===== src/rtl/ccd_seq_pkg.sv =====
package ccd_seq_pkg;

  typedef enum logic [2:0] {
    SQ_IDLE   = 3'd0,
    SQ_VSHIFT = 3'd1,
    SQ_GUARD  = 3'd2,
    SQ_READ   = 3'd3,
    SQ_DONE   = 3'd4
  } seq_state_e;

endpackage


===== src/rtl/ccd_vclk_gen.sv =====
// Vertical transfer timer: one transfer = VPW cycles phase-1 high, VPW low.
module ccd_vclk_gen #(
  parameter int VPW = 8
) (
  input  logic clk,
  input  logic rst_n,
  input  logic run,
  output logic v_ph1,
  output logic xfer_end
);

  localparam int XLEN = 2 * VPW;
  localparam int CW   = (XLEN > 1) ? $clog2(XLEN) : 1;

  logic [CW-1:0] cnt_q, cnt_d;

  assign xfer_end = run && (cnt_q == CW'(XLEN - 1));
  assign v_ph1    = run && (cnt_q < CW'(VPW));

  always_comb begin
    if (!run || xfer_end) cnt_d = '0;
    else                  cnt_d = cnt_q + 1'b1;
  end

  always_ff @(posedge clk or negedge rst_n) begin
    if (!rst_n) cnt_q <= '0;
    else        cnt_q <= cnt_d;
  end

  // phase 1 only starts a transfer from a cleared count
  AST_VPH1_STARTS_CLEAN: assert property (@(posedge clk) disable iff (!rst_n)
    $rose(v_ph1) |-> (cnt_q == '0)) else $error("vertical pulse misaligned");

endmodule


===== src/rtl/ccd_hclk_gen.sv =====
// Horizontal line engine: pixel periods, reset gate, valid window.
module ccd_hclk_gen #(
  parameter int HPER      = 4,
  parameter int LEAD      = 10,
  parameter int TRAIL     = 10,
  parameter int ACT_SHORT = 512,
  parameter int ACT_LONG  = 1024
) (
  input  logic clk,
  input  logic rst_n,
  input  logic run,
  input  logic wide,
  output logic h_ph1,
  output logic reset_gate,
  output logic pix_valid,
  output logic line_end
);

  localparam int NPIX_S = LEAD + ACT_SHORT + TRAIL;
  localparam int NPIX_L = LEAD + ACT_LONG + TRAIL;
  localparam int NPIX_M = (NPIX_L > NPIX_S) ? NPIX_L : NPIX_S;
  localparam int PCW    = (HPER > 1) ? $clog2(HPER) : 1;
  localparam int NW     = $clog2(NPIX_M + 1);

  logic [PCW-1:0] ph_q, ph_d;
  logic [NW-1:0]  pix_q, pix_d;
  logic           per_end;
  logic           pix_last;
  logic [NW-1:0]  last_idx;
  logic [NW-1:0]  act_end;

  assign last_idx = wide ? NW'(NPIX_L - 1) : NW'(NPIX_S - 1);
  assign act_end  = wide ? NW'(LEAD + ACT_LONG) : NW'(LEAD + ACT_SHORT);
  assign per_end  = (ph_q == PCW'(HPER - 1));
  assign pix_last = (pix_q == last_idx);
  assign line_end = run && per_end && pix_last;

  assign h_ph1      = run && (ph_q < PCW'(HPER / 2));
  assign reset_gate = run && (ph_q == '0);
  assign pix_valid  = run && (pix_q >= NW'(LEAD)) && (pix_q < act_end);

  always_comb begin
    ph_d  = ph_q;
    pix_d = pix_q;
    if (!run) begin
      ph_d  = '0;
      pix_d = '0;
    end else if (per_end) begin
      ph_d  = '0;
      pix_d = pix_last ? '0 : pix_q + 1'b1;
    end else begin
      ph_d  = ph_q + 1'b1;
    end
  end

  always_ff @(posedge clk or negedge rst_n) begin
    if (!rst_n) begin
      ph_q  <= '0;
      pix_q <= '0;
    end else begin
      ph_q  <= ph_d;
      pix_q <= pix_d;
    end
  end

  AST_RG_SINGLE: assert property (@(posedge clk) disable iff (!rst_n)
    reset_gate |=> !reset_gate) else $error("reset gate wider than one cycle");
  AST_RG_IN_PH1: assert property (@(posedge clk) disable iff (!rst_n)
    $rose(h_ph1) |-> reset_gate) else $error("reset gate not at pixel start");

endmodule


===== src/rtl/ccd_seq_ctrl.sv =====
// Frame sequencer: mode, row counting and guard interval.
module ccd_seq_ctrl
  import ccd_seq_pkg::*;
#(
  parameter int ROWS      = 128,
  parameter int GUARD_CYC = 3
) (
  input  logic clk,
  input  logic rst_n,
  input  logic start,
  input  logic bin_mode,
  input  logic wide,
  input  logic xfer_end,
  input  logic line_end,
  output logic v_run,
  output logic h_run,
  output logic wide_cfg,
  output logic frame_done
);

  localparam int RW = $clog2(ROWS + 1);
  localparam int GW = $clog2(GUARD_CYC + 1);

  seq_state_e    st_q, st_d;
  logic [RW-1:0] row_q, row_d;
  logic [GW-1:0] gcnt_q, gcnt_d;
  logic          bin_q, bin_d;
  logic          wide_q, wide_d;

  assign v_run      = (st_q == SQ_VSHIFT);
  assign h_run      = (st_q == SQ_READ);
  assign frame_done = (st_q == SQ_DONE);
  assign wide_cfg   = wide_q;

  always_comb begin
    st_d   = st_q;
    row_d  = row_q;
    gcnt_d = gcnt_q;
    bin_d  = bin_q;
    wide_d = wide_q;
    unique case (st_q)
      SQ_IDLE: begin
        if (start) begin
          st_d   = SQ_VSHIFT;
          row_d  = '0;
          bin_d  = bin_mode;
          wide_d = wide;
        end
      end
      SQ_VSHIFT: begin
        if (xfer_end) begin
          row_d  = row_q + 1'b1;
          gcnt_d = '0;
          if (!bin_q || (row_q == RW'(ROWS - 1))) st_d = SQ_GUARD;
        end
      end
      SQ_GUARD: begin
        if (gcnt_q == GW'(GUARD_CYC - 1)) st_d = SQ_READ;
        else                              gcnt_d = gcnt_q + 1'b1;
      end
      SQ_READ: begin
        if (line_end) begin
          if (bin_q || (row_q == RW'(ROWS))) st_d = SQ_DONE;
          else                               st_d = SQ_VSHIFT;
        end
      end
      SQ_DONE: st_d = SQ_IDLE;
      default: st_d = SQ_IDLE;
    endcase
  end

  always_ff @(posedge clk or negedge rst_n) begin
    if (!rst_n) begin
      st_q   <= SQ_IDLE;
      row_q  <= '0;
      gcnt_q <= '0;
      bin_q  <= 1'b0;
      wide_q <= 1'b0;
    end else begin
      st_q   <= st_d;
      row_q  <= row_d;
      gcnt_q <= gcnt_d;
      bin_q  <= bin_d;
      wide_q <= wide_d;
    end
  end

  AST_DONE_PULSE: assert property (@(posedge clk) disable iff (!rst_n)
    frame_done |=> !frame_done) else $error("frame done longer than one cycle");
  AST_CFG_HELD: assert property (@(posedge clk) disable iff (!rst_n)
    (st_q != SQ_IDLE && $past(st_q) != SQ_IDLE) |-> ($stable(bin_q) && $stable(wide_q)))
    else $error("configuration changed inside a frame");
  AST_BIN_ALL_ROWS: assert property (@(posedge clk) disable iff (!rst_n)
    (h_run && bin_q) |-> (row_q == RW'(ROWS))) else $error("binning readout before all rows");

endmodule


===== src/rtl/ccd_clock_sequencer.sv =====
module ccd_clock_sequencer #(
  parameter int ROWS        = 128,
  parameter int VPW         = 8,
  parameter int GUARD_CYC   = 3,
  parameter int HPER        = 4,
  parameter int LEAD        = 10,
  parameter int TRAIL       = 10,
  parameter int ACT_SHORT   = 512,
  parameter int ACT_LONG    = 1024,
  parameter int SYNC_STAGES = 2
) (
  input  logic clk,
  input  logic rst_n,
  input  logic start,
  input  logic bin_mode,
  input  logic wide,
  output logic v_ph1,
  output logic v_ph2,
  output logic xfer_gate,
  output logic h_ph1,
  output logic h_ph2,
  output logic sum_gate,
  output logic reset_gate,
  output logic pix_valid,
  output logic frame_done
);

  localparam int GAP_CAP = VPW + GUARD_CYC + 1;
  localparam int SW      = $clog2(GAP_CAP + 1);

  logic rst_n_i;
  logic v_run, h_run, wide_cfg;
  logic xfer_end, line_end;
  logic vph1_i, hph1_i;

  // reset: asserted asynchronously, released through a synchronizer
  generate
    if (SYNC_STAGES <= 1) begin : g_sync1
      logic sync_q;
      always_ff @(posedge clk or negedge rst_n) begin
        if (!rst_n) sync_q <= 1'b0;
        else        sync_q <= 1'b1;
      end
      assign rst_n_i = sync_q;
    end else begin : g_syncn
      logic [SYNC_STAGES-1:0] sync_q;
      always_ff @(posedge clk or negedge rst_n) begin
        if (!rst_n) sync_q <= '0;
        else        sync_q <= {sync_q[SYNC_STAGES-2:0], 1'b1};
      end
      assign rst_n_i = sync_q[SYNC_STAGES-1];
    end
  endgenerate

  ccd_seq_ctrl #(
    .ROWS      (ROWS),
    .GUARD_CYC (GUARD_CYC)
  ) u_ctrl (
    .clk        (clk),
    .rst_n      (rst_n_i),
    .start      (start),
    .bin_mode   (bin_mode),
    .wide       (wide),
    .xfer_end   (xfer_end),
    .line_end   (line_end),
    .v_run      (v_run),
    .h_run      (h_run),
    .wide_cfg   (wide_cfg),
    .frame_done (frame_done)
  );

  ccd_vclk_gen #(
    .VPW (VPW)
  ) u_vclk (
    .clk      (clk),
    .rst_n    (rst_n_i),
    .run      (v_run),
    .v_ph1    (vph1_i),
    .xfer_end (xfer_end)
  );

  ccd_hclk_gen #(
    .HPER      (HPER),
    .LEAD      (LEAD),
    .TRAIL     (TRAIL),
    .ACT_SHORT (ACT_SHORT),
    .ACT_LONG  (ACT_LONG)
  ) u_hclk (
    .clk        (clk),
    .rst_n      (rst_n_i),
    .run        (h_run),
    .wide       (wide_cfg),
    .h_ph1      (hph1_i),
    .reset_gate (reset_gate),
    .pix_valid  (pix_valid),
    .line_end   (line_end)
  );

  assign v_ph1     = vph1_i;
  assign v_ph2     = ~vph1_i;
  assign xfer_gate = ~vph1_i;
  assign h_ph1     = hph1_i;
  assign h_ph2     = ~hph1_i;
  assign sum_gate  = ~hph1_i;

  // checker state: cycles since vertical phase 1 was last high
  logic [SW-1:0] vgap_q, vgap_d;
  always_comb begin
    if (vph1_i)                     vgap_d = '0;
    else if (vgap_q == SW'(GAP_CAP)) vgap_d = vgap_q;
    else                            vgap_d = vgap_q + 1'b1;
  end
  always_ff @(posedge clk or negedge rst_n_i) begin
    if (!rst_n_i) vgap_q <= SW'(GAP_CAP);
    else          vgap_q <= vgap_d;
  end

  AST_GUARD_GAP: assert property (@(posedge clk) disable iff (!rst_n_i)
    $rose(hph1_i) |-> (vgap_q >= SW'(GUARD_CYC))) else $error("guard interval violated");
  AST_NO_OVERLAP: assert property (@(posedge clk) disable iff (!rst_n_i)
    hph1_i |-> !vph1_i) else $error("vertical and horizontal clocks overlap");
  AST_VALID_IN_LINE: assert property (@(posedge clk) disable iff (!rst_n_i)
    pix_valid |-> !vph1_i) else $error("pixel valid during vertical shift");

endmodule


===== config.mk =====
export PLATFORM = sky130hd
export DESIGN_NAME = ccd_clock_sequencer
export DESIGN_NICKNAME = d
export VERILOG_FILES = /design/src/rtl/ccd_seq_pkg.sv /design/src/rtl/ccd_vclk_gen.sv /design/src/rtl/ccd_hclk_gen.sv /design/src/rtl/ccd_seq_ctrl.sv /design/src/rtl/ccd_clock_sequencer.sv
export SDC_FILE = /design/constraint.sdc
export NUM_CORES = 1
export LEC_CHECK = 0
export ABC_AREA = 1
export BUFFER_PORTS_ARGS = -buffer_cell sky130_fd_sc_hd__buf_2
export CORE_MARGIN = 5
export CORE_UTILIZATION = 27
export CTS_BUF_LIST = sky130_fd_sc_hd__clkbuf_4 sky130_fd_sc_hd__clkbuf_8
export DETAILED_ROUTE_END_ITERATION = 8
export PLACE_DENSITY = 0.48
export REMOVE_ABC_BUFFERS = 1
export SYNTH_ARGS = -nofsm -noshare
export SYNTH_HDL_FRONTEND = slang
export SYNTH_SLANG_ARGS = --single-unit

===== constraint.sdc =====
create_clock -name clk -period 3.3 [get_ports clk]
set_input_delay 0.495 -clock clk [delete_from_list [all_inputs] [get_ports clk]]
set_output_delay 0.495 -clock clk [all_outputs]
set_load 0.05 [all_outputs]

== Word-level counts from Yosys, hierarchy flattened ==
Cells that the tools add are included.
Storage, ports and cells
  output and inout bits: 9
  word-level logic and storage cells: 79
  register bits after elaboration: 34
Operators by class
  muxes and demuxes: 21
  eq/ne operators: 17
  reductions and logical operators: 21
  bitwise gates (word level): 2
  add/sub/neg operators: 5
  magnitude comparators: 4
Operator list (number)
  11-bit two-way mux: 5
  3-bit two-way mux: 6
  8-bit two-way mux: 2
  8-bit case mux with 2 select lines: 1
  2-bit != test, second input constant: 6
  3-bit case mux with 4 select lines: 1
  11-bit by 1-bit adder with 11-bit output, second input constant: 1
  11-bit == test: 1
  11-bit by 4-bit greater-or-equal comparator with 1-bit output, second input constant: 1
  11-bit less-than comparator: 1
  8-bit by 1-bit adder with 8-bit output, second input constant: 1
  8-bit by 7-bit == test with 1-bit output, second input constant: 1
  8-bit == test, second input constant: 1
  1-bit logical AND: 8
  2-bit two-way mux: 4
  3-bit by 2-bit == test with 1-bit output, second input constant: 2
  3-bit AND reduction: 2
  5-bit AND reduction: 1
  2-bit by 1-bit adder with 2-bit output, second input constant: 2
  4-bit by 1-bit adder with 4-bit output, second input constant: 1
  2-bit == test, second input constant: 2
  4-bit == test, second input constant: 1
  4-bit less-than comparator, second input constant: 1
  4-bit two-way mux: 1
  12 further kinds: 17

== Depth between registers and ports, before layout ==
Gate-level depths: netlist (run 1).
  depth in word-level cells: 5
  mapped depth: 10
  gate-level depth less buffers: 10

== Modules after synthesis ==
From an unflattened synthesis (run 1), not the netlist that was laid out.
Unflattened totals
  cells, all modules: 300
  area total of the unflattened synthesis: 2165.8 um2
By module, submodules not included
  ccd_seq_ctrl: times used 1, area an instance 955.9 um2, cells each 139
  ccd_hclk_gen: times used 1, area an instance 948.4 um2, cells each 133
  ccd_vclk_gen: times used 1, area an instance 185.2 um2, cells each 21
  ccd_clock_sequencer: times used 1, area an instance 76.3 um2, cells each 7

== Worst setup path before layout (run 1) ==
Ideal clock, no wire load.
  kind: reg-to-output
  from: register u_ctrl.st_q[1]
  to: output xfer_gate
  path buffers: 1
  arrival time: 2187 ps
  stages on the path, launching flop included: 6
  data required time: 2805 ps
  setup slack: 618 ps
  path through: dfrtp_1 inv_2 nand3_2 nor2_1 inv_1 buf_4
Between the ends
  cells in the longest elaborated chain, start to end: 3
RTL lines
  start, declared: RTL line ccd_seq_ctrl.sv:24  | seq_state_e st_q, st_d;
  start signal, assigned: RTL line ccd_seq_ctrl.sv:80  | st_q <= st_d;
  3-bit by 1-bit == test with 1-bit output: RTL line ccd_seq_ctrl.sv:30  | assign v_run = (st_q == SQ_VSHIFT);
  1-bit logical AND: RTL line ccd_vclk_gen.sv:18  | assign v_ph1 = run && (cnt_q < CW'(VPW));
  via v_ph1: RTL line ccd_clock_sequencer.sv:17  | output logic v_ph1,
  1-bit NOT
  end, declared: RTL line ccd_clock_sequencer.sv:19  | output logic xfer_gate,
The timed path passes the listed nets, and every way through them passes these cells.

== Worst setup path after layout (run 1) ==
  from: register u_ctrl.wide_q (netlist: u_ctrl.wide_cfg)
  to: output pix_valid
Between the ends
  cells in the longest elaborated chain, start to end: 3
RTL lines
  start, declared: RTL line ccd_seq_ctrl.sv:28  | logic wide_q, wide_d;
  start signal, assigned: RTL line ccd_seq_ctrl.sv:84  | wide_q <= wide_d;
  11-bit two-way mux: RTL line ccd_hclk_gen.sv:33  | assign act_end = wide ? NW'(LEAD + ACT_LONG) : NW'(LEAD + ACT_SHORT);
  11-bit less-than comparator: RTL line ccd_hclk_gen.sv:40  | assign pix_valid = run && (pix_q >= NW'(LEAD)) && (pix_q < act_end);
  1-bit logical AND: RTL line ccd_hclk_gen.sv:40
  end, declared: RTL line ccd_clock_sequencer.sv:24  | output logic pix_valid,
No other way between the ends.

==> impl_metrics.yaml, run 1 <==
outcome:
  status: "finished clean"
place:
  place.port_buffers: 13
  place.gp.congestion: 0.728
  dpl.hpwl_mm: 2.97
  place_ws_ns: 1.45
  dp.cells: 364
global_routing:
  gr-usage-all-layers: 0.0947
  overflow: 0
  grt_max_degree: 24
  antenna_found_initial: 0
  grt_pass1_vias: 1476
  grt_pass1_wl_mm: 6.64
pwr:
  power.share.sequential: 0.368
  power.internal_mw: 0.810
  total_power_mw: 1.47
  clkPwrFrac: 0.225
  combPwrFrac: 0.406
  switchingPower_mw: 0.656
  powerDensity_mw_per_mm2: 664
  p_leak_nw: 1.06
  irDropWorstVdd_v: 0.000203
  p_sw_frac: 0.448
route:
  drtIter0Drc: 88
  drt_drc_violations_left: 0
  viasPerCell: 4.25
  ant_nets: 0
  drtPass1Iterations: 4
  wl_per_cell_um: 10.5
  wirelength_mm: 3.92
  vias: 1584
final_layout:
  nFillCells: 732
  final_nets: 290
  final_cells: 373
  areaGrowthSynthToFinish_pct: 14.0
  antenna_cells: 0
  drive_above_1_share: 0.130
cts:
  clock_path_buffers: 2
  clkTransAtPathRegs_ns: 0.07
  cts_tree: "yes"
  cts-root-buf: "clkbuf_8"
  numCtsBuffers: 5
  cts_htree_levels: 2
  clock-sinks: 34
  clock_latency_ns: 0.28
setup_path:
  crit_chain: "inv_1, ha_1, a21oi_1, nand2_1, nor3_1, buf_2"
  critPathTopFamily: "buffers and inverters"
  crit_type: "reg2out"
  start_kind: "flip-flop"
  slowest_stage: "dfrtp_1"
  crit_required_ns: 2.80
  crit_fanout: 2
  end_kind: "primary output"
  max_stage_delay_ns: 0.35
  worst-path-buf-inv: 2
  cp_data_arrival_time_ns: 1.66
floorplanning:
  coreArea_mm2: 0.00687
  row_count: 30
  dieWidth_um: 94.7
  initial_utilization: 0.282
  die_area_mm2: 0.00897
  ios: 14
  fp.dieH_um: 94.7
sta:
  min_period_over_period: 0.654
  clock_skew_ns: 0.00821
  fin_tns_setup_ns: 0
  worstMarginPinSlew_ns: 0.964
  hold_viol: 0
  setup_viol: 0
  period_minus_slack_ns: 2.16
  slew_headroom: 0.358
  max_freq_mhz: 463
  rsz0062_at_grt: "false"
  setup_slack_ns: 1.14
  drv_slew: 0
  timing.hold.ws_ns: 0.352
synthesis:
  yosys-mux-area-fraction: 0
  ys_ff_latch: 34
  synth_fa_ha_area_frac: 0.0581
  avgSynthCellArea_um2: 7.54
  syn_area_mm2: 0.00194
  synth_warnings: 0
  synth-xor-area-share: 0.0226
  synth.distinct_cells: 26
  synth_top_family_by_area: "simple AND/OR/NAND/NOR gates"
  yosys.area_share.simple: 0.324
  synthCells: 257
  yosysSeqAreaShare: 0.439
  synth-compound-area-share: 0.0627
hold_path:
  min_path_type: "reg2reg"
run:
  drv_cap: 0
[placed cells by master (no fill, tap or decap)]
| cell | n |
|---|---|
| conb_1 | 1 |
| and2_1 | 1 |
| xor2_1 | 2 |
| nand2_2 | 1 |
| inv_1 | 33 |
| nor2_1 | 46 |
| clkinv_1 | 1 |
| clkinv_2 | 1 |
| nor3_1 | 8 |
| buf_4 | 1 |
| dlygate4sd3_1 | 1 |
| dfrtp_1 | 34 |
| nand3_1 | 20 |
| clkbuf_8 | 6 |
| o21ai_0 | 7 |
| buf_2 | 13 |
| nand3_4 | 1 |
| inv_2 | 6 |
| nand4_1 | 1 |
| ha_1 | 9 |
| xnor2_1 | 3 |
| nor2_2 | 1 |
| a21oi_1 | 9 |
| nand3b_1 | 1 |
| nand3_2 | 1 |
| nor2_4 | 4 |
| o21ai_1 | 7 |
| a31oi_1 | 1 |
| nand2_1 | 56 |
| clkbuf_4 | 1 |
[cell usage after synthesis (all sizes together)]
library cell | count | area (µm²)
nand2 | 57 | 216
nor2 | 51 | 224
inv | 39 | 146
dfrtp | 34 | 851
nand3 | 22 | 128
o21ai | 14 | 70.1
a21oi | 9 | 45.0
ha | 9 | 113
nor3 | 8 | 40.0
buf | 3 | 26.3
xnor2 | 3 | 26.3
xor2 | 2 | 17.5
a31oi | 1 | 6.26
and2 | 1 | 6.26
clkinv | 1 | 3.75
conb | 1 | 3.75
nand3b | 1 | 7.51
nand4 | 1 | 6.26
[cells by family (layout without fill, tap and decap cells)]
kind of cell | Yosys count | count (layout)
flops | 34 | 34
buf+inv | 43 | 63
other cells | 1 | 1
xor+xnor | 5 | 5
compound gates | 24 | 24
simple gates | 141 | 141
fa+ha+maj | 9 | 9
[worst paths after layout]
check                             startpoint                 to  slack [ns]  cells past startpoint
setup / recovery             u_ctrl.wide_cfg          pix_valid        1.14                      6
hold / removal             g_syncn.sync_q[0]  g_syncn.sync_q[1]        0.35                      0
setup reg to reg             u_hclk.pix_q[9]     u_ctrl.st_q[1]        1.66                      8
hold reg to reg            g_syncn.sync_q[0]  g_syncn.sync_q[1]        0.35                      0
max in group asynchronous  g_syncn.sync_q[1]     u_ctrl.st_q[0]        2.19                      1
min in group asynchronous  g_syncn.sync_q[1]   u_ctrl.gcnt_q[1]        0.40                      0
[power by group through the flow]
| stage | Clock (mW) | Sequential, mW | Combinational [mW] |
|---|---|---|---|
| after floorplan | 0 | 0.537 | 0.476 |
| after global placement | 0 | 0.548 | 0.602 |
| after detailed placement | 0 | 0.549 | 0.603 |
| after CTS | 0.346 | 0.541 | 0.605 |
| after global routing | 0.364 | 0.551 | 0.672 |
| final | 0.330 | 0.540 | 0.596 |
[per-layer routing]
layer	routed length, µm	up-vias	track usage
li1	-	845	-
met1	2090	711	0.132
met2	1650	23	0.138
met3	116	5	0.0247
met4	58	0	0.0397
met5	0	-	0
[final cells by class]
| cell class | count | area [µm²] | area share |
|---|---|---|---|
| multi-input combinational | 180 | 910 | 0.412 |
| sequential | 34 | 851 | 0.385 |
| inverter | 40 | 150 | 0.0680 |
| tap | 96 | 120 | 0.0544 |
| clock buffer | 7 | 90.1 | 0.0408 |
| timing repair buffer | 15 | 82.6 | 0.0374 |
| clock inverter | 1 | 5.00 | 0.00227 |
[sequential cells by signal, summed over array words and instances (netlist names)]
register,cells
u_hclk.pix_q,11
u_ctrl.row_q,8
u_ctrl.gcnt_q,2
u_hclk.ph_q,2
u_vclk.cnt_q,4
u_ctrl.wide_cfg,1
u_ctrl.bin_q,1
g_syncn.sync_q,2
u_ctrl.st_q,3
[worst reg2reg max path, cell delays in order, from the launching register on]
cell	delay [ns]
dfrtp_1	0.43
ha_1	0.29
nand2_1	0.07
nor2_1	0.15
nand3_1	0.10
nand2_2	0.22
nand2_1	0.15
nand2_1	0.08
nand2_1	0.06
[metrics by stage]
step / utilization / instance area [µm²]
5_1_grt: 0.321 / 2210
2_1_floorplan: - / 1910
4_1_cts: 0.321 / 2210
3_3_place_gp: 0.306 / 2100
6_report: 0.321 / 2210
3_5_place_dp: 0.306 / 2100
[timing repair]
action                    CTS  global route
buffers inserted            0             0
hold buffers                1             0
hold endpoints to repair    2             0
resized for setup           0             0
Note: power is estimated with default switching activity, not from simulation.
==> run 2, diff against run 1 <==
--- a/config.mk
+++ b/config.mk
@@ -5,13 +5,13 @@
 export SDC_FILE = /design/constraint.sdc
 export NUM_CORES = 1
 export LEC_CHECK = 0
-export ABC_AREA = 1
+export ABC_AREA = 0
 export BUFFER_PORTS_ARGS = -buffer_cell sky130_fd_sc_hd__buf_2
 export CORE_MARGIN = 5
 export CORE_UTILIZATION = 27
 export CTS_BUF_LIST = sky130_fd_sc_hd__clkbuf_4 sky130_fd_sc_hd__clkbuf_8
 export DETAILED_ROUTE_END_ITERATION = 8
-export PLACE_DENSITY = 0.48
+export PLACE_DENSITY = 0.5
 export REMOVE_ABC_BUFFERS = 1
 export SYNTH_ARGS = -nofsm -noshare
 export SYNTH_HDL_FRONTEND = slang
==> constraint.sdc (replaced) <==
create_clock -name clk -period 1.95 [get_ports clk]
set_input_delay 0.2925 -clock clk [delete_from_list [all_inputs] [get_ports clk]]
set_output_delay 0.2925 -clock clk [all_outputs]
set_load 0.05 [all_outputs]
==> impl_metrics.yaml, run 2 <==
route:
  viasPerCell: 4.62
  ant_nets: 0
  wirelength_mm: 3.79
  drt_drc_violations_left: 0
  drtIter0Drc: 34
  vias: 1438
  drtPass1Iterations: 4
  wl_per_cell_um: 12.2
global_routing:
  gr-usage-all-layers: 0.0939
  grt_pass1_wl_mm: 6.46
  overflow: 0
  grt_max_degree: 33
  antenna_found_initial: 0
  grt_pass1_vias: 1410
place:
  place.gp.congestion: 0.816
  dpl.hpwl_mm: 2.70
  dp.cells: 295
  placed_area_mm2: 0.00212
  place.port_buffers: 13
pwr:
  powerDensity_mw_per_mm2: 1270
  p_leak_nw: 1.06
  irDropWorstVdd_v: 0.00140
  total_power_mw: 2.99
setup_path:
  r2r_slack_ns: -0.32
  crit_fanout: 2
  timing.rr.start: "u_hclk.pix_q[6]"
  crit_type: "reg2out"
  end_kind: "primary output"
  rr_worst_depth: 7
  cp_data_arrival_time_ns: 2.06
  crit_required_ns: 1.66
  r2r_end: "u_hclk.pix_q[2]"
  start_kind: "flip-flop"
synthesis:
  yosysTopAreaCellShare: 0.464
  ys.flop_type: "dfrtp_1"
  async_reset_ff_frac: 1.00
  ys_ff_latch: 34
  synth_warnings: 0
  yosysMostFrequentCell: "dfrtp_1"
  synthCells: 192
  avgSynthCellArea_um2: 9.55
  synth_common_cells: "34 x dfrtp_1, 26 x nor2_1, 14 x inv_1, 14 x xnor2_1, 11 x nand2_1"
  yosysSeqAreaShare: 0.464
  ys_top_cells_by_area: "dfrtp_1 46%, xnor2_1 6.7%, ha_1 6.1%"
  syn_area_mm2: 0.00183
  synth.distinct_cells: 38
  synth-edff-count: 0
  synth.largest_area_cell: "dfrtp_1"
cts:
  numCtsBuffers: 5
  clock_path_buffers: 2
  clkTransAtPathRegs_ns: 0.07
  clock_latency_ns: 0.28
  cts-root-buf: "clkbuf_8"
  clock-sinks: 34
  cts_htree_levels: 2
  cts_tree: "yes"
final_layout:
  largest_reg_flops: 11
  top_register: "u_hclk.pix_q"
  reg_top3: "u_hclk.pix_q: 11 flops, u_ctrl.row_q: 8 flops, u_vclk.cnt_q: 4 flops"
  final_cell_mix: "32 x dfrtp_1, 25 x nor2_1, 24 x buf_4"
  final_nets: 244
  final_cells: 311
  final_common_cell: "dfrtp_1"
  areaGrowthSynthToFinish_pct: 28.7
  drive_above_1_share: 0.264
  fin_area_mm2: 0.00236
  nFillCells: 671
  antenna_cells: 0
floorplanning:
  die_area_mm2: 0.00854
  coreArea_mm2: 0.00668
  fp.dieH_um: 92.4
  dieWidth_um: 92.4
  row_count: 30
  initial_utilization: 0.274
  ios: 14
hold_path:
  min_path_type: "in2reg"
  hold_path_depth: 3
  min_to: "u_ctrl.wide_cfg"
  min_from: "wide"
sta:
  drv_slew: 0
  clock_skew_ns: 0.0113
  setup_viol: 15
  rsz0062_at_grt: "true"
  slew_headroom: 0.560
  worstMarginPinSlew_ns: 0.651
  hold_viol: 0
  setup_slack_ns: -0.401
  min_period_over_period: 1.21
  period_minus_slack_ns: 2.35
  fin_tns_setup_ns: -4.35
  max_freq_mhz: 425
outcome:
  status: "finished with violations"
  violations: "setup timing"
run:
  drv_cap: 0
## run 2: cell count changes after synthesis, sizes merged, moves of 3 or more
cell,before,now
clkbuf,0,8
nand3b,1,4
nor3b,0,3
nor4,0,6
nand3,22,9
nor2,51,26
a21oi,9,3
o21ai,14,6
inv,39,14
nand4,1,5
nand2,57,11
xnor2,3,14
## run 2: worst max-delay path by stage
stage / slack (ns) / depth (start not counted) / endpoint / start
5_1_grt: -0.45 / 4 / pix_valid / u_hclk.pix_q[6]
3_3_place_gp: -0.22 / 4 / pix_valid / u_hclk.pix_q[5]
2_1_floorplan: -0.37 / 4 / h_ph1 / u_ctrl.st_q[2]
3_5_place_dp: -0.23 / 5 / pix_valid / u_hclk.pix_q[5]
6_report: -0.40 / 4 / pix_valid / u_hclk.pix_q[6]
4_1_cts: -0.46 / 4 / pix_valid / u_hclk.pix_q[5]
## run 2: layout make-up
cell class                      instances  area [µm²]  share of cell area
Tap cell                               80         100              0.0424
Sequential cell                        34         853               0.362
Timing Repair Buffer                   42         335               0.142
Clock buffer                            7        83.8              0.0355
Inverter                               14        52.6              0.0223
Multi-Input combinational cell        133         905               0.383
Clock inverter                          1        30.0              0.0127
## run 2: layer usage
| metal | global-route usage | share of wire | up-vias |
|---|---|---|---|
| met2 | 0.155 | 0.47 | 19 |
| li1 | - | - | 735 |
| met4 | 0.0334 | 0.011 | 0 |
| met5 | 0 | 0 | - |
| met1 | 0.119 | 0.49 | 679 |
| met3 | 0.0227 | 0.028 | 5 |
## run 2: critical path, stage by stage, from the launching register on
cell and delay, ns:
dfrtp_1 0.38, or4_4 0.54, or3b_4 0.38, o311a_1 0.31
buf_6 0.16
## run 2: cell families after synthesis
logic type | synth area share
AOI/OAI and AO/OA | 0.0621
muxes | 0.0232
other | 0.00205
buffers and inverters | 0.0594
adders and majority gates | 0.0614
xor gates and xnor gates | 0.0812
DFF | 0.464
and+or+nand+nor | 0.246
## run 2: what timing repair did
action                                  4_1_cts  5_1_grt
resized for setup                             9        7
hold buffers                                  1        0
cloned                                        0        1
pin swaps                                     1        5
buffers inserted                              0        6
hold endpoints to repair                      2        0
endpoints found under the setup margin       17       17
## run 2: where the power goes
group | internal (mW) | switching [mW]
clock | 0.410 | 0.249
sequential | 0.832 | 0.117
combinational | 0.534 | 0.844
total | 1.78 | 1.21
## run 2: metrics by stage
| stage | worst slack, ns | util | hold slack, ns |
|---|---|---|---|
| after floorplan | -0.369 | - | -0.00309 |
| after global placement | -0.222 | 0.317 | 0.0779 |
| after detailed placement | -0.229 | 0.317 | 0.0793 |
| after CTS | -0.465 | 0.340 | 0.211 |
| after global routing | -0.446 | 0.353 | 0.232 |
| final | -0.401 | 0.353 | 0.214 |
==> run 3, diff against run 2 <==
--- a/config.mk
+++ b/config.mk
@@ -11,8 +11,10 @@
 export CORE_UTILIZATION = 27
 export CTS_BUF_LIST = sky130_fd_sc_hd__clkbuf_4 sky130_fd_sc_hd__clkbuf_8
 export DETAILED_ROUTE_END_ITERATION = 8
-export PLACE_DENSITY = 0.5
+export PLACE_DENSITY = 0.49
 export REMOVE_ABC_BUFFERS = 1
+export SKIP_LAST_GASP = 1
 export SYNTH_ARGS = -nofsm -noshare
 export SYNTH_HDL_FRONTEND = slang
+export SYNTH_HIERARCHICAL = 1
 export SYNTH_SLANG_ARGS = --single-unit
==> impl_metrics.yaml, run 3 <==
sta:
  setup_slack_ns: -0.151
  drv_slew: 0
  clock_skew_ns: 0.00855
  worstMarginPinSlew_ns: 0.724
  timing.hold.ws_ns: 0.117
  rsz0062_at_grt: "true"
  slew_headroom: 0.516
  fin_tns_setup_ns: -0.151
  max_freq_mhz: 476
  min_period_over_period: 1.08
  hold_viol: 0
  period_minus_slack_ns: 2.10
  setup_viol: 1
place:
  dp.cells: 334
  dpl.hpwl_mm: 3.12
  place.port_buffers: 13
  placed_area_mm2: 0.00231
  place.gp.congestion: 0.807
  place_ws_ns: -0.0915
pwr:
  irDropWorstVdd_v: 0.000549
  clkPwrFrac: 0.358
  combPwrFrac: 0.257
  switchingPower_mw: 0.675
  p_sw_frac: 0.308
  total_power_mw: 2.19
  powerDensity_mw_per_mm2: 842
  power.share.sequential: 0.385
  p_leak_nw: 1.19
  power.internal_mw: 1.51
cts:
  clock-sinks: 34
  clock_latency_ns: 0.29
  clock_path_buffers: 2
  cts_tree: "yes"
  clkTransAtPathRegs_ns: 0.08
  cts-root-buf: "clkbuf_8"
  numCtsBuffers: 5
  cts_htree_levels: 2
synthesis:
  ys_top_cells_by_area: "dfrtp_1 43%, ha_1 6.3%, nand3_1 3.8%"
  avgSynthCellArea_um2: 9.71
  synth_fa_ha_area_frac: 0.0632
  async_reset_ff_frac: 1.00
  synth-compound-area-share: 0.105
  synth.largest_area_cell: "dfrtp_1"
  synth_common_cells: "34 x dfrtp_1, 16 x inv_1, 16 x nand2_1, 16 x nor2_1, 15 x nand3_1"
  syn_area_mm2: 0.00198
  synth.distinct_cells: 54
  yosys.area_share.simple: 0.279
  yosysTopAreaCellShare: 0.430
  ys.flop_type: "dfrtp_1"
  synth_warnings: 6
  ys_ff_latch: 34
  yosys-mux-area-fraction: 0.0366
  synth-edff-count: 0
  synth_top_family_by_area: "simple AND/OR/NAND/NOR gates"
  yosysSeqAreaShare: 0.430
  yosysMostFrequentCell: "dfrtp_1"
  synth-xor-area-share: 0.0354
  synthCells: 204
final_layout:
  post-route-util: 0.360
  top_register: "u_hclk/pix_q"
  final_cells: 350
  final_nets: 265
  areaGrowthSynthToFinish_pct: 31.2
  final_common_cell: "buf_4"
  largest_reg_flops: 11
  drive_above_1_share: 0.303
  reg_top3: "u_hclk/pix_q: 11 flops, u_ctrl/row_q: 8 flops, u_vclk/cnt_q: 4 flops"
  final_cell_mix: "35 x buf_4, 34 x dfrtp_1, 16 x inv_1, 16 x nand2_1, 15 x nand3_1"
  antenna_cells: 0
  fin_area_mm2: 0.00260
global_routing:
  overflow: 0
  grt_pass1_vias: 1561
  use_met2: 0.147
  busiest_layer: "met2"
  grt_pass1_wl_mm: 7.27
  antenna_found_initial: 0
  grtUsageMet1: 0.144
  grt_max_degree: 26
  grtUsageMet3: 0.0276
  gr-usage-all-layers: 0.101
setup_path:
  crit_required_ns: 1.66
  timing.rr.start: "u_hclk/pix_q[5]"
  crit_type: "reg2out"
  start_kind: "flip-flop"
  r2r_end: "u_ctrl/st_q[0]"
  rr_worst_depth: 9
  r2r_slack_ns: 0.06
  end_kind: "primary output"
  crit_fanout: 2
  cp_data_arrival_time_ns: 1.81
floorplanning:
  dieWidth_um: 95.7
  ios: 14
  die_area_mm2: 0.00915
  initial_utilization: 0.275
  coreArea_mm2: 0.00721
  fp.dieH_um: 95.7
  row_count: 31
outcome:
  status: "finished with violations"
  violations: "setup timing"
route:
  drtPass1Iterations: 4
  drtIter0Drc: 83
  vias: 1623
  wl_per_cell_um: 12.3
  drt_drc_violations_left: 0
  wirelength_mm: 4.31
  viasPerCell: 4.64
  ant_nets: 0
hold_path:
  min_path_type: "reg2async"
run:
  drv_cap: 0
-- run 3: cell count changes after synthesis, moves of 5 or more --
cell	previous run	this run
xnor2_1	14	2
nor2_1	26	16
clkbuf_1	8	2
nand3_1	9	15
nand2_1	11	16
nor3_1	7	2
nor4_1	6	1
-- run 3: power groups by stage --
stage | registers (mW) | logic (mW) | clock network, mW
after floorplan | 0.853 | 0.355 | 0
after CTS | 0.842 | 0.528 | 0.812
after detailed placement | 0.857 | 0.502 | 0
after global placement | 0.856 | 0.499 | 0
final | 0.843 | 0.563 | 0.783
after global routing | 0.854 | 0.631 | 0.838
-- run 3: critical path, stage by stage (launching register included) --
cell,delay (ns)
dfrtp_1,0.41
nor4_4,0.33
o311ai_2,0.16
mux2i_1,0.16
a2111oi_2,0.21
buf_4,0.25
-- run 3: worst max path at each step --
stage | from | to | slack (ns) | cells after the start
final | u_hclk/pix_q[5] | pix_valid | -0.15 | 5
after global routing | u_ctrl/wide_cfg | pix_valid | -0.24 | 6
after CTS | u_hclk/pix_q[8] | pix_valid | -0.18 | 5
after detailed placement | u_hclk/pix_q[5] | pix_valid | -0.09 | 5
after global placement | u_hclk/pix_q[5] | pix_valid | -0.06 | 5
after floorplan | u_hclk/pix_q[5] | pix_valid | -1.92 | 4
-- run 3: timing repair --
action	CTS	global route
hold endpoints to repair	2	0
hold buffers	1	0
setup buffers	1	6
pin swaps	3	3
endpoints found under the setup margin	4	10
gates resized for setup	11	16
-- run 3: kinds of logic after synthesis --
group	Yosys count
multiplexers	6
AND/OR/NAND/NOR	94
adder cells (fa/ha/maj)	10
flip-flops	34
AO/OA/AOI/OAI	29
other	1
buffers and inverters	22
XOR/XNOR	8
-- run 3: layer usage --
layer  part of all wire  routed length (µm)
met4              0.012                  53
met2               0.43                1840
met5                  0                   0
met3              0.039                 169
met1               0.52                2250
-- run 3: final cells by class --
| type | instances | area (µm²) |
|---|---|---|
| fill | 747 | 4620 |
| multi-input combinational | 148 | 1090 |
| sequential | 34 | 851 |
| timing repair buffer | 45 | 337 |
| tap | 99 | 124 |
| clock buffer | 5 | 68.8 |
| clock inverter | 3 | 68.8 |
| inverter | 16 | 60.1 |
